## src/rtl/cas_pkg.sv

```systemverilog
package cas_pkg;
    localparam int CAS_CH_N   = 30;
    localparam int CAS_NIB_W  = 4;
    localparam int CAS_FRAMES = 16;
    localparam int CAS_FRM_W  = $clog2(CAS_FRAMES);
    localparam int CAS_OCT_W  = 2 * CAS_NIB_W;
endpackage

```

## src/rtl/cas_frame_ctr.sv

```systemverilog
module cas_frame_ctr #(
    parameter int FRAMES = cas_pkg::CAS_FRAMES,
    localparam int FW    = $clog2(FRAMES)
) (
    input  logic          clk,
    input  logic          rst_n,
    input  logic          stb,
    output logic [FW-1:0] frm_q
);
    typedef struct packed {
        logic [FW-1:0] frm;
    } ctr_st_t;

    ctr_st_t st_d, st_q;

    always_comb begin
        st_d = st_q;
        if (stb) begin
            if (st_q.frm == FW'(FRAMES - 1)) st_d.frm = '0;
            else                             st_d.frm = st_q.frm + FW'(1);
        end
    end

    always_ff @(posedge clk or negedge rst_n) begin
        if (!rst_n) st_q <= '0;
        else        st_q <= st_d;
    end

    assign frm_q = st_q.frm;


    frm_wrap_chk: assert property (@(posedge clk) disable iff (!rst_n)
        (stb && frm_q == FW'(FRAMES - 1)) |=> (frm_q == '0));

    frm_step_chk: assert property (@(posedge clk) disable iff (!rst_n)
        (stb && frm_q != FW'(FRAMES - 1)) |=> (frm_q == $past(frm_q) + FW'(1)));

    frm_hold_chk: assert property (@(posedge clk) disable iff (!rst_n)
        !stb |=> $stable(frm_q));
endmodule

```

## src/rtl/cas_sel_reg.sv

```systemverilog
module cas_sel_reg #(
    parameter int CH_N = cas_pkg::CAS_CH_N
) (
    input  logic            clk,
    input  logic            rst_n,
    input  logic            load,
    input  logic [CH_N-1:0] wdata,
    output logic [CH_N-1:0] sel_q
);
    typedef struct packed {
        logic [CH_N-1:0] sel;
    } sel_st_t;

    sel_st_t st_d, st_q;

    always_comb begin
        st_d = st_q;
        if (load) st_d.sel = wdata;
    end

    always_ff @(posedge clk or negedge rst_n) begin
        if (!rst_n) st_q <= '0;
        else        st_q <= st_d;
    end

    assign sel_q = st_q.sel;


    sel_hold_chk: assert property (@(posedge clk) disable iff (!rst_n)
        !load |=> $stable(sel_q));

    sel_take_chk: assert property (@(posedge clk) disable iff (!rst_n)
        load |=> (sel_q == $past(wdata)));
endmodule

```

## src/rtl/cas_src_mux.sv

```systemverilog
module cas_src_mux #(
    parameter int CH_N  = cas_pkg::CAS_CH_N,
    parameter int NIB_W = cas_pkg::CAS_NIB_W,
    localparam int VW   = CH_N * NIB_W
) (
    input  logic [CH_N-1:0] sel,
    input  logic [VW-1:0]   reg_nib,
    input  logic [VW-1:0]   bp_nib,
    output logic [VW-1:0]   pick
);
    for (genvar c = 0; c < CH_N; c++) begin : g_ch
        logic [NIB_W-1:0] nib_d;
        always_comb begin
            if (sel[c]) nib_d = reg_nib[c*NIB_W +: NIB_W];
            else        nib_d = bp_nib[c*NIB_W +: NIB_W];
        end
        assign pick[c*NIB_W +: NIB_W] = nib_d;
    end
endmodule

```

## src/rtl/cas_octet_build.sv

```systemverilog
module cas_octet_build #(
    parameter int CH_N   = cas_pkg::CAS_CH_N,
    parameter int NIB_W  = cas_pkg::CAS_NIB_W,
    parameter int FRAMES = cas_pkg::CAS_FRAMES,
    localparam int FW    = $clog2(FRAMES),
    localparam int VW    = CH_N * NIB_W,
    localparam int OW    = 2 * NIB_W,
    localparam int HALF  = CH_N / 2
) (
    input  logic             clk,
    input  logic             rst_n,
    input  logic [FW-1:0]    frm,
    input  logic [VW-1:0]    pick,
    input  logic [NIB_W-1:0] spare,
    output logic [OW-1:0]    octet_q
);
    typedef struct packed {
        logic [OW-1:0] oct;
    } oct_st_t;

    oct_st_t st_d, st_q;

    always_comb begin
        st_d.oct = {{NIB_W{1'b0}}, spare};
        for (int f = 1; f < FRAMES; f++) begin
            if (frm == FW'(f)) begin
                st_d.oct = {pick[(f-1)*NIB_W +: NIB_W],
                            pick[(f-1+HALF)*NIB_W +: NIB_W]};
            end
        end
    end

    always_ff @(posedge clk or negedge rst_n) begin
        if (!rst_n) st_q <= '0;
        else        st_q <= st_d;
    end

    assign octet_q = st_q.oct;


    mf_align_chk: assert property (@(posedge clk) disable iff (!rst_n)
        (frm == '0) |=> (octet_q[OW-1:NIB_W] == '0));

    mf_spare_chk: assert property (@(posedge clk) disable iff (!rst_n)
        (frm == '0) |=> (octet_q[NIB_W-1:0] == $past(spare)));
endmodule

```

## src/rtl/cas_mf_assembler.sv

```systemverilog
module cas_mf_assembler #(
    parameter int CH_N   = cas_pkg::CAS_CH_N,
    parameter int NIB_W  = cas_pkg::CAS_NIB_W,
    parameter int FRAMES = cas_pkg::CAS_FRAMES,
    localparam int FW    = $clog2(FRAMES),
    localparam int VW    = CH_N * NIB_W,
    localparam int OW    = 2 * NIB_W,
    localparam int HALF  = CH_N / 2
) (
    input  logic             clk,
    input  logic             rst_n,
    input  logic             frame_stb,
    input  logic             sel_load,
    input  logic [CH_N-1:0]  sel_in,
    input  logic [VW-1:0]    reg_nibbles,
    input  logic [VW-1:0]    bp_nibbles,
    input  logic [NIB_W-1:0] spare_bits,
    output logic [FW-1:0]    frame_num,
    output logic [OW-1:0]    ts16_octet
);
    logic [FW-1:0]   frm_q;
    logic [CH_N-1:0] sel_q;
    logic [VW-1:0]   pick;

    cas_frame_ctr #(.FRAMES(FRAMES)) u_ctr (
        .clk   (clk),
        .rst_n (rst_n),
        .stb   (frame_stb),
        .frm_q (frm_q)
    );

    cas_sel_reg #(.CH_N(CH_N)) u_sel (
        .clk   (clk),
        .rst_n (rst_n),
        .load  (sel_load),
        .wdata (sel_in),
        .sel_q (sel_q)
    );

    cas_src_mux #(.CH_N(CH_N), .NIB_W(NIB_W)) u_mux (
        .sel     (sel_q),
        .reg_nib (reg_nibbles),
        .bp_nib  (bp_nibbles),
        .pick    (pick)
    );

    cas_octet_build #(.CH_N(CH_N), .NIB_W(NIB_W), .FRAMES(FRAMES)) u_oct (
        .clk     (clk),
        .rst_n   (rst_n),
        .frm     (frm_q),
        .pick    (pick),
        .spare   (spare_bits),
        .octet_q (ts16_octet)
    );

    assign frame_num = frm_q;

    // Checker view: the raw inputs that belong to the current frame's two channels
    logic             hi_sel, lo_sel;
    logic [NIB_W-1:0] hi_reg, hi_bp, lo_reg, lo_bp;
    always_comb begin
        hi_sel = 1'b0; lo_sel = 1'b0;
        hi_reg = '0; hi_bp = '0; lo_reg = '0; lo_bp = '0;
        for (int f = 1; f < FRAMES; f++) begin
            if (frm_q == FW'(f)) begin
                hi_sel = sel_q[f-1];
                lo_sel = sel_q[f-1+HALF];
                hi_reg = reg_nibbles[(f-1)*NIB_W +: NIB_W];
                hi_bp  = bp_nibbles[(f-1)*NIB_W +: NIB_W];
                lo_reg = reg_nibbles[(f-1+HALF)*NIB_W +: NIB_W];
                lo_bp  = bp_nibbles[(f-1+HALF)*NIB_W +: NIB_W];
            end
        end
    end


    hi_src_chk: assert property (@(posedge clk) disable iff (!rst_n)
        (frm_q != '0) |=> (ts16_octet[OW-1:NIB_W] == ($past(hi_sel) ? $past(hi_reg) : $past(hi_bp))));

    lo_src_chk: assert property (@(posedge clk) disable iff (!rst_n)
        (frm_q != '0) |=> (ts16_octet[NIB_W-1:0] == ($past(lo_sel) ? $past(lo_reg) : $past(lo_bp))));
endmodule

```

## config.mk

```make
export PLATFORM = sky130hd
export DESIGN_NAME = cas_mf_assembler
export DESIGN_NICKNAME = d
export VERILOG_FILES = /design/src/rtl/cas_pkg.sv /design/src/rtl/cas_frame_ctr.sv /design/src/rtl/cas_sel_reg.sv /design/src/rtl/cas_src_mux.sv /design/src/rtl/cas_octet_build.sv /design/src/rtl/cas_mf_assembler.sv
export SDC_FILE = /design/constraint.sdc
export NUM_CORES = 1
export LEC_CHECK = 0
export BUFFER_PORTS_ARGS = -buffer_cell sky130_fd_sc_hd__buf_4
export CORE_MARGIN = 5
export CORE_UTILIZATION = 35
export CTS_CLUSTER_DIAMETER = 150
export DETAILED_ROUTE_END_ITERATION = 6
export GPL_TIMING_DRIVEN = 0
export MAX_ROUTING_LAYER = met4
export PLACE_DENSITY = 0.72
export SLEW_MARGIN = 20
export SYNTH_ARGS = -nofsm -noshare
export SYNTH_HDL_FRONTEND = slang
export SYNTH_SLANG_ARGS = --single-unit
```

## constraint.sdc

```tcl
create_clock -name clk -period 2.1 [get_ports clk]
set_clock_uncertainty 0.1 [all_clocks]
set_input_delay 0.105 -clock clk [delete_from_list [all_inputs] [get_ports clk]]
set_output_delay 0.105 -clock clk [all_outputs]
set_load 0.01 [all_outputs]
```

==> results of run 1 <==
## sequential cells by signal (all words and copies together), names as in the netlist
signal,count
u_ctr.frm_q,4
u_sel.sel_q,30
u_oct.octet_q,8
## kinds of logic after synthesis
group,after synthesis
muxes,137
AOI/OAI and AO/OA,135
and+or+nand+nor,101
buffers and inverters,46
DFF,42
adders and majority gates,4
xor gates and xnor gates,1
## worst max-delay path, stage by stage (launching register included)
cell and delay [ns]:
dfrtp_2 0.45, inv_4 0.07, ha_4 0.19, nor4b_4 0.36
buf_4 0.19, a22oi_2 0.07, a2111oi_4 0.31, o31ai_2 0.13
a211oi_2 0.18
## power breakdown
group / switching, mW / total (mW) / internal (mW)
logic: 1.89 / 3.83 / 1.94
clock network: 0.356 / 0.914 / 0.558
registers: 0.135 / 1.13 / 0.996
total: 2.38 / 5.88 / 3.49
## per-stage QoR
stage | area, sq um | setup TNS, ns
6_report | 7737 | -0.09400
5_1_grt | 7737 | -0.8301
4_1_cts | 7540 | -0.08498
3_5_place_dp | 6693 | -3.135
3_3_place_gp | 6693 | -2.694
2_1_floorplan | 4320 | 0
## cell type report
type	instances	area, sq um	area share
timing repair buffer	339	2626	0.3394
inverter	4	17.52	0.002264
sequential	42	1056	0.1365
clock inverter	3	40.04	0.005175
buffer	39	225.2	0.02911
tap	168	210.2	0.02717
clock buffer	5	125.1	0.01617
multi-input combinational	378	3437	0.4442
## layout by cell type, fill, tap and decap left out, types with 4 or more instances in the layout
cell type	Yosys	routed
a2111o_1	4	4
a211oi_1	21	10
a211oi_2	2	8
a211oi_4	0	5
a21oi_1	21	19
a22oi_1	10	5
a22oi_2	1	6
and3b_1	5	4
buf_1	17	17
buf_4	4	311
buf_6	2	7
clkbuf_1	12	5
clkbuf_16	0	5
dfrtp_1	42	38
dfrtp_2	0	4
dlygate4sd3_1	0	32
mux2_2	77	77
mux2i_1	60	60
nand2_1	20	20
nand3_1	12	10
nand3b_1	7	7
nand4_1	4	4
nor2_1	14	13
nor2b_1	15	15
nor3_1	10	10
o21ai_0	32	26
o21ai_1	4	8
o221ai_1	11	7
o221ai_2	0	4
o31ai_2	0	4
## metal layers
layer | track usage | routed length [um]
met5 | - | 0
met1 | 0.2941 | 7351
met4 | 0.07578 | 463
met2 | 0.4578 | 10150
met3 | 0.05082 | 1412
## timing repair
| action | 4_1_cts | 5_1_grt |
|---|---|---|
| gates resized for setup | 70 | 32 |
| hold buffers | 32 | 0 |
| setup buffers | 12 | 8 |
| endpoints found under the setup margin | 9 | 8 |
| pin swaps | 14 | 17 |
| endpoints found under the hold margin | 74 | 0 |
## worst max path at each step
stage,to,slack (ns),depth (start not counted)
global route,u_oct.octet_q[6]$_DFF_PN0_,-0.17,8
global placement,u_oct.octet_q[2]$_DFF_PN0_,-0.42,9
floorplan,u_oct.octet_q[6]$_DFF_PN0_,0.0007,7
finish,u_oct.octet_q[6]$_DFF_PN0_,-0.03,8
CTS,u_oct.octet_q[6]$_DFF_PN0_,-0.04,8
detailed placement,u_oct.octet_q[2]$_DFF_PN0_,-0.47,9
==> impl_results.md, run 1 <==
- # Max-Cap Violations: 0
- Post-synth top flop: dfrtp_1
- H-tree levels: 2
- Tcrit/Tclk final: 1.013
- Crit Path Max Fanout: 5
- Crit. End Element: register
- Final count of pins violating max slew: 0
- Fill cells: about 1,000
- TritonCTS clock tree: built
- Status: finished with violations
- HP Start: bp_nibbles[118]
- Initial core utilization: 0.3579
- Mux contribution to synthesized area: 0.3400
- FMAX: 0.4698 GHz
- Post-synthesis compound-gate area fraction: 0.2159
- Post-synthesis xor/xnor area fraction: 0.002029
- GRT overflow: 0
- Detailed router's first-iteration violation count: 243
- Setup slack, reg-to-reg: -0.03 ns
- Util after Layout: 0.6415
- Syn avg cell area: a little over 9 sq um
- Largest net degree at the start of global routing: 43
- Leading area contributor after synthesis: dfrtp_1
- Placed Cells: 922
- Adder-Cell Fraction of Synth Area: 0.01159
- Synth top area cells: dfrtp_1 24%, mux2_2 20%, mux2i_1 14%
- Clock Sink Count: 42
- Pwr/cell area: ~760 nW/um^2
- Syn nets: roughly 750
- Routed Antenna Nets: 0
- CTS Buffer Depth: 2
- Die H: between 100 and 150 um
- Buffers on Ports: 288
- Worst Hold Endpoint: u_oct.octet_q[2]$_DFF_PN0_
- Initial antenna violation count: 0
- GPL Wtd Cong: approximately 0.98
- First-pass GRT wire length: ~29,000 um
- Setup WS pre-CTS: -0.4705 ns
- WP data required: approximately 2.2 ns
- Synth Instances: 466
- Final Hold Viols: 0
- Clock transition at path regs: 0.07 ns
- Die width: 121.1 um
- Setup crit start kind: register
- Violated checks: negative setup slack
- Hold Path Depth: 5
- Asr flop ratio synth: 1.000
- DRC viols: 0
- Total die area: 14,650 sq um
- Drt first pass iters: 4
- Post-synth top area share: 0.2435
- Routed wire length: 19,370 um
- Count leader, synth: mux2_2
- Synthesized area: between 4000 and 5000 sq um
- Tot Pwr: 5.876 mW
- Clock root buffer: clkbuf_16
- I/O pin total: 290
- Final Critical Period: 2.128 ns
- Register bit total from synthesis: 42
- Total number of vias: between 5,000 and 6,000
- Core box area: between 10,000 and 15,000 sq um
- TritonCTS Buffers: 5
- WS Path Type: register to register
- Finished Layout Cells: 978
- Post-synth EDFFs: 0
- WL per Instance: 19.81 um
- Via/cell ratio: about 5.3
- Antenna cells: 0
- Post-DP HPWL: 15,450 um
- Simple-gate share of the synthesized area: 0.1380
- Reg2Reg Depth: 8
- Crit Reg-Reg Endpoint: u_oct.octet_q[6]$_DFF_PN0_
- Min-Delay Path Class: input pin to register
- Commonest cells post-synth: 77 x mux2_2, 60 x mux2i_1, 42 x dfrtp_1
- Post-synth cell types: 47
- Worst slew pin tran: slightly below 0.8 ns
- Leakage power: 3.531 nW
- Layout net count: 1,091
- WHS: ~0.12 ns
- Share of cells above drive strength 1: 0.5864
- # setup viols final: 5
- Crit path launch: u_ctr.frm_q[0]$_DFFE_PN0P_
- Sequential area share after synthesis: 0.2435
- RSZ-0062 raised after global routing: true
- Vias in the first global route: 5,589
- Synth warnings: 0
- Area delta synth->final: 79.25%
- Row count: 40
- Tot GR Track Use: 0.2579
- Critical Path AT: approximately 2.2 ns
- Slew margin rel.: 0.4864
- Largest family of logic cells by synthesized area: multiplexers
- Peak VDD IR: 0.4305 mV
- Fin worst setup slack: -0.02835 ns
- Reg2Reg Launch Point: u_ctr.frm_q[0]$_DFFE_PN0P_
- Skew-Pair Late Insertion Delay: 0.29 ns
Power figures use the tool's default switching activity.
==> inputs of run 2 (changes only) <==
--- a/config.mk
+++ b/config.mk
@@ -12,8 +12,9 @@
 export DETAILED_ROUTE_END_ITERATION = 6
 export GPL_TIMING_DRIVEN = 0
 export MAX_ROUTING_LAYER = met4
-export PLACE_DENSITY = 0.72
+export PLACE_DENSITY = 0.71
 export SLEW_MARGIN = 20
 export SYNTH_ARGS = -nofsm -noshare
 export SYNTH_HDL_FRONTEND = slang
+export SYNTH_HIERARCHICAL = 1
 export SYNTH_SLANG_ARGS = --single-unit
==> impl_results.md, run 2 <==
- Layout net count: 1,041 (-4.6%)
- Critical Path AT: 2.13 ns (-0.11 ns)
- Tcrit/Tclk final: 0.9820 (-0.03150)
- Count leader, synth: mux2_2
- Register bit total from synthesis: 42 (unchanged)
- GPL Wtd Cong: 0.9641 (-1.1%)
- Sw Share: 0.4124 (+0.006773)
- TritonCTS Buffers: 5 (unchanged)
- Fill cells: 1,053 (+4.8%)
- Post-DP HPWL: 16,820 um (+8.9%)
- H-tree levels: 2 (unchanged)
- Initial antenna violation count: 0 (unchanged)
- Design internal power: 3.532 mW (+1.1%)
- Total number of vias: 5,114 (-0.81%)
- Min-Delay Path Class: input pin to register
- Initial core utilization: 0.3546 (-0.003280)
- Buffers on Ports: 288 (unchanged)
- WL per Instance: 22.57 um (+14%)
- Synthesized area: 4457 sq um (+3.2%)
- WHS: 0.09463 ns (-0.02551 ns)
- Peak VDD IR: 0.4885 mV (+13%)
- DRC viols: 0 (unchanged)
- Slew margin rel.: 0.6072 (+0.1208)
- Setup slack, reg-to-reg: 0.04 ns (+0.07 ns)
- RSZ-0062 raised after global routing: true
- Worst slew pin tran: 0.5891 ns (-0.1812 ns)
- Post-synth top area share: 0.3259 (+0.08246)
- Reg2Reg Depth: 5 (-3)
- Row count: 41 (+2.5%)
- Largest net degree at the start of global routing: 43 (unchanged)
- Detailed router's first-iteration violation count: 415 (+71%)
- # setup viols final: 0 (-5)
- Most common cell after layout, fill and taps aside: buf_4
- Post-synth top flop: dfrtp_1
- Asr flop ratio synth: 1.000 (unchanged)
- Total die area: 15,090 sq um (+3.0%)
- Area delta synth->final: 67.29%
- Share of cells above drive strength 1: 0.6619 (+0.07544)
- Leading area contributor after synthesis: mux2_2
- Setup WS pre-CTS: -0.07949 ns (+0.3910 ns)
- Final Critical Period: 2.062 ns (-0.06616 ns)
- I/O pin total: 290 (unchanged)
- Synth Instances: 428 (-8.2%)
- Pwr/cell area: 806.3 nW/um^2 (+6.2%)
- Sequential area share after synthesis: 0.2358 (-0.007656)
- Clock power share: 0.175 (+0.020)
- WS Path Type: register to register
- Fin worst setup slack: 0.03781 ns (+0.06616 ns)
- Util after Layout: 0.5932 (-0.04826)
- GRT overflow: 0 (unchanged)
- TritonCTS clock tree: built
- Leakage power: 3.460 nW (-2.0%)
- FMAX: 0.4849 GHz (+3.2%)
- Clock root buffer: clkbuf_16
- Core box area: 12,570 sq um (+4.2%)
- Syn avg cell area: 10.41 sq um (+12%)
- Part of the power in registers: 0.200 (+0.008)
- Skew-Pair Late Insertion Delay: 0.29 ns (about the same)
- Drt first pass iters: 5 (+1)
- Setup crit start kind: register
- Post-synth cell types: 50 (+6.4%)
- Crit Path Max Fanout: 3 (-2)
- CTS Buffer Depth: 2 (unchanged)
- Tot Pwr: 6.012 mW (+2.3%)
- Antenna cells: 0 (unchanged)
- Status: finished, final reports clean
- Final Hold Viols: 0 (unchanged)
- Via/cell ratio: 5.470 (+3.7%)
- Routed Antenna Nets: 0 (unchanged)
- Combinational fraction of design power: 0.625 (-0.027)
- Clock transition at path regs: 0.07 ns (about the same)
- Die H: 122.8 um (+1.5%)
- Clock Sink Count: 42 (unchanged)
- Largest register FFs: 30 (unchanged)
- Synth warnings: 6 (+6)
- Die width: 122.8 um (+1.5%)
- Crit. End Element: register
- Routed wire length: 21,100 um (+8.9%)
- Post-synth EDFFs: 0 (unchanged)
- Vias in the first global route: 5,517 (-1.3%)
- Final count of pins violating max slew: 0 (unchanged)
- Hold Path Depth: 2 (-3)
- Tot GR Track Use: 0.2751 (+0.01719)
- WP data required: 2.17 ns (-0.04 ns)
- First-pass GRT wire length: 30,420 um (+4.7%)
- Commonest cells post-synth: 129 x mux2_2, 42 x dfrtp_1, 30 x mux2_4
- NetSw: 2.479 mW (+4.0%)
- Most frequent cells in the layout: 300 x buf_4, 129 x mux2_2, 34 x dfrtp_1
- # Max-Cap Violations: 0 (unchanged)
- Synth top area cells: mux2_2 33%, dfrtp_1 24%, mux2_4 10%
- Syn nets: 707 (-5.5%)
run 2: cell types whose count changed after synthesis, moves of 8 or more:
cell | before | now
mux2i_1 | 60 | 14
mux2_2 | 77 | 129
a22oi_1 | 10 | 2
a211oi_1 | 21 | 7
o22ai_1 | 3 | 12
buf_1 | 17 | 1
mux2_4 | 0 | 30
clkbuf_1 | 12 | 1
o21ai_0 | 32 | 22
run 2: cell type report:
cell class	instances	area, sq um	area share
well taps	172	215.2	0.02886
inverters	7	26.28	0.003524
plain buffers	26	205.2	0.02752
repair buffers	327	2535	0.3400
clock inverters	2	60.06	0.008055
multi-input cells	353	3214	0.4311
clock buffers	6	138.9	0.01863
flip-flops and latches	42	1061	0.1423
run 2: power by group through the flow:
stage / sequential (mW) / clock [mW] / combinational (mW)
floorplan: 1.21 / 0 / 2.08
finish: 1.20 / 1.05 / 3.76
detailed placement: 1.21 / 0 / 3.49
global placement: 1.20 / 0 / 3.45
global route: 1.23 / 1.10 / 3.97
CTS: 1.19 / 1.07 / 3.58
run 2: timing repair:
item	CTS	global route
hold endpoints to repair	73	0
buffers inserted	4	3
endpoints found under the setup margin	5	8
pin swaps	0	1
hold buffers	32	0
gates resized for setup	7	16
run 2: logic make-up after synthesis:
logic type / count (synthesis) / share of synthesized area
compound gates: 101 / 0.1536
xor+xnor: 1 / 0.001966
fa+ha+maj: 1 / 0.002807
buf+inv: 33 / 0.04717
flops: 42 / 0.2358
mux: 177 / 0.4795
simple gates: 73 / 0.07917
run 2: per-layer routing:
layer / global-route usage / routed length, um
met4: 0.07488 / 418
met3: 0.05530 / 2028
met5: - / 0
met2: 0.4769 / 10720
met1: 0.3243 / 7927
run 2: metrics by stage:
stage / TNS [ns] / std cells / area [sq um]
detailed placement: -0.2347 / 888 / 6834
global placement: -0.2870 / 888 / 6834
global route: -0.008672 / 935 / 7456
finish: 0 / 935 / 7456
CTS: 0 / 932 / 7393
floorplan: 0 / 428 / 4457
run 2: final timing paths:
check                                            from                           to
hold reg to reg            u_ctr/frm_q[2]$_DFFE_PN0P_   u_ctr/frm_q[2]$_DFFE_PN0P_
hold / removal                               sel_load  u_sel/sel_q[25]$_DFFE_PN0P_
min in group asynchronous                       rst_n  u_sel/sel_q[23]$_DFFE_PN0P_
setup / recovery           u_sel/sel_q[8]$_DFFE_PN0P_   u_oct/octet_q[4]$_DFF_PN0_
setup reg to reg           u_sel/sel_q[8]$_DFFE_PN0P_   u_oct/octet_q[4]$_DFF_PN0_
max in group asynchronous                       rst_n  u_sel/sel_q[16]$_DFFE_PN0P_
run 2: critical path, stage by stage, from the launching register on:
cell,delay (ns)
dfrtp_2,0.41
mux2_2,0.35
mux4_1,0.55
o221ai_2,0.21
o22ai_1,0.10
a211o_1,0.23
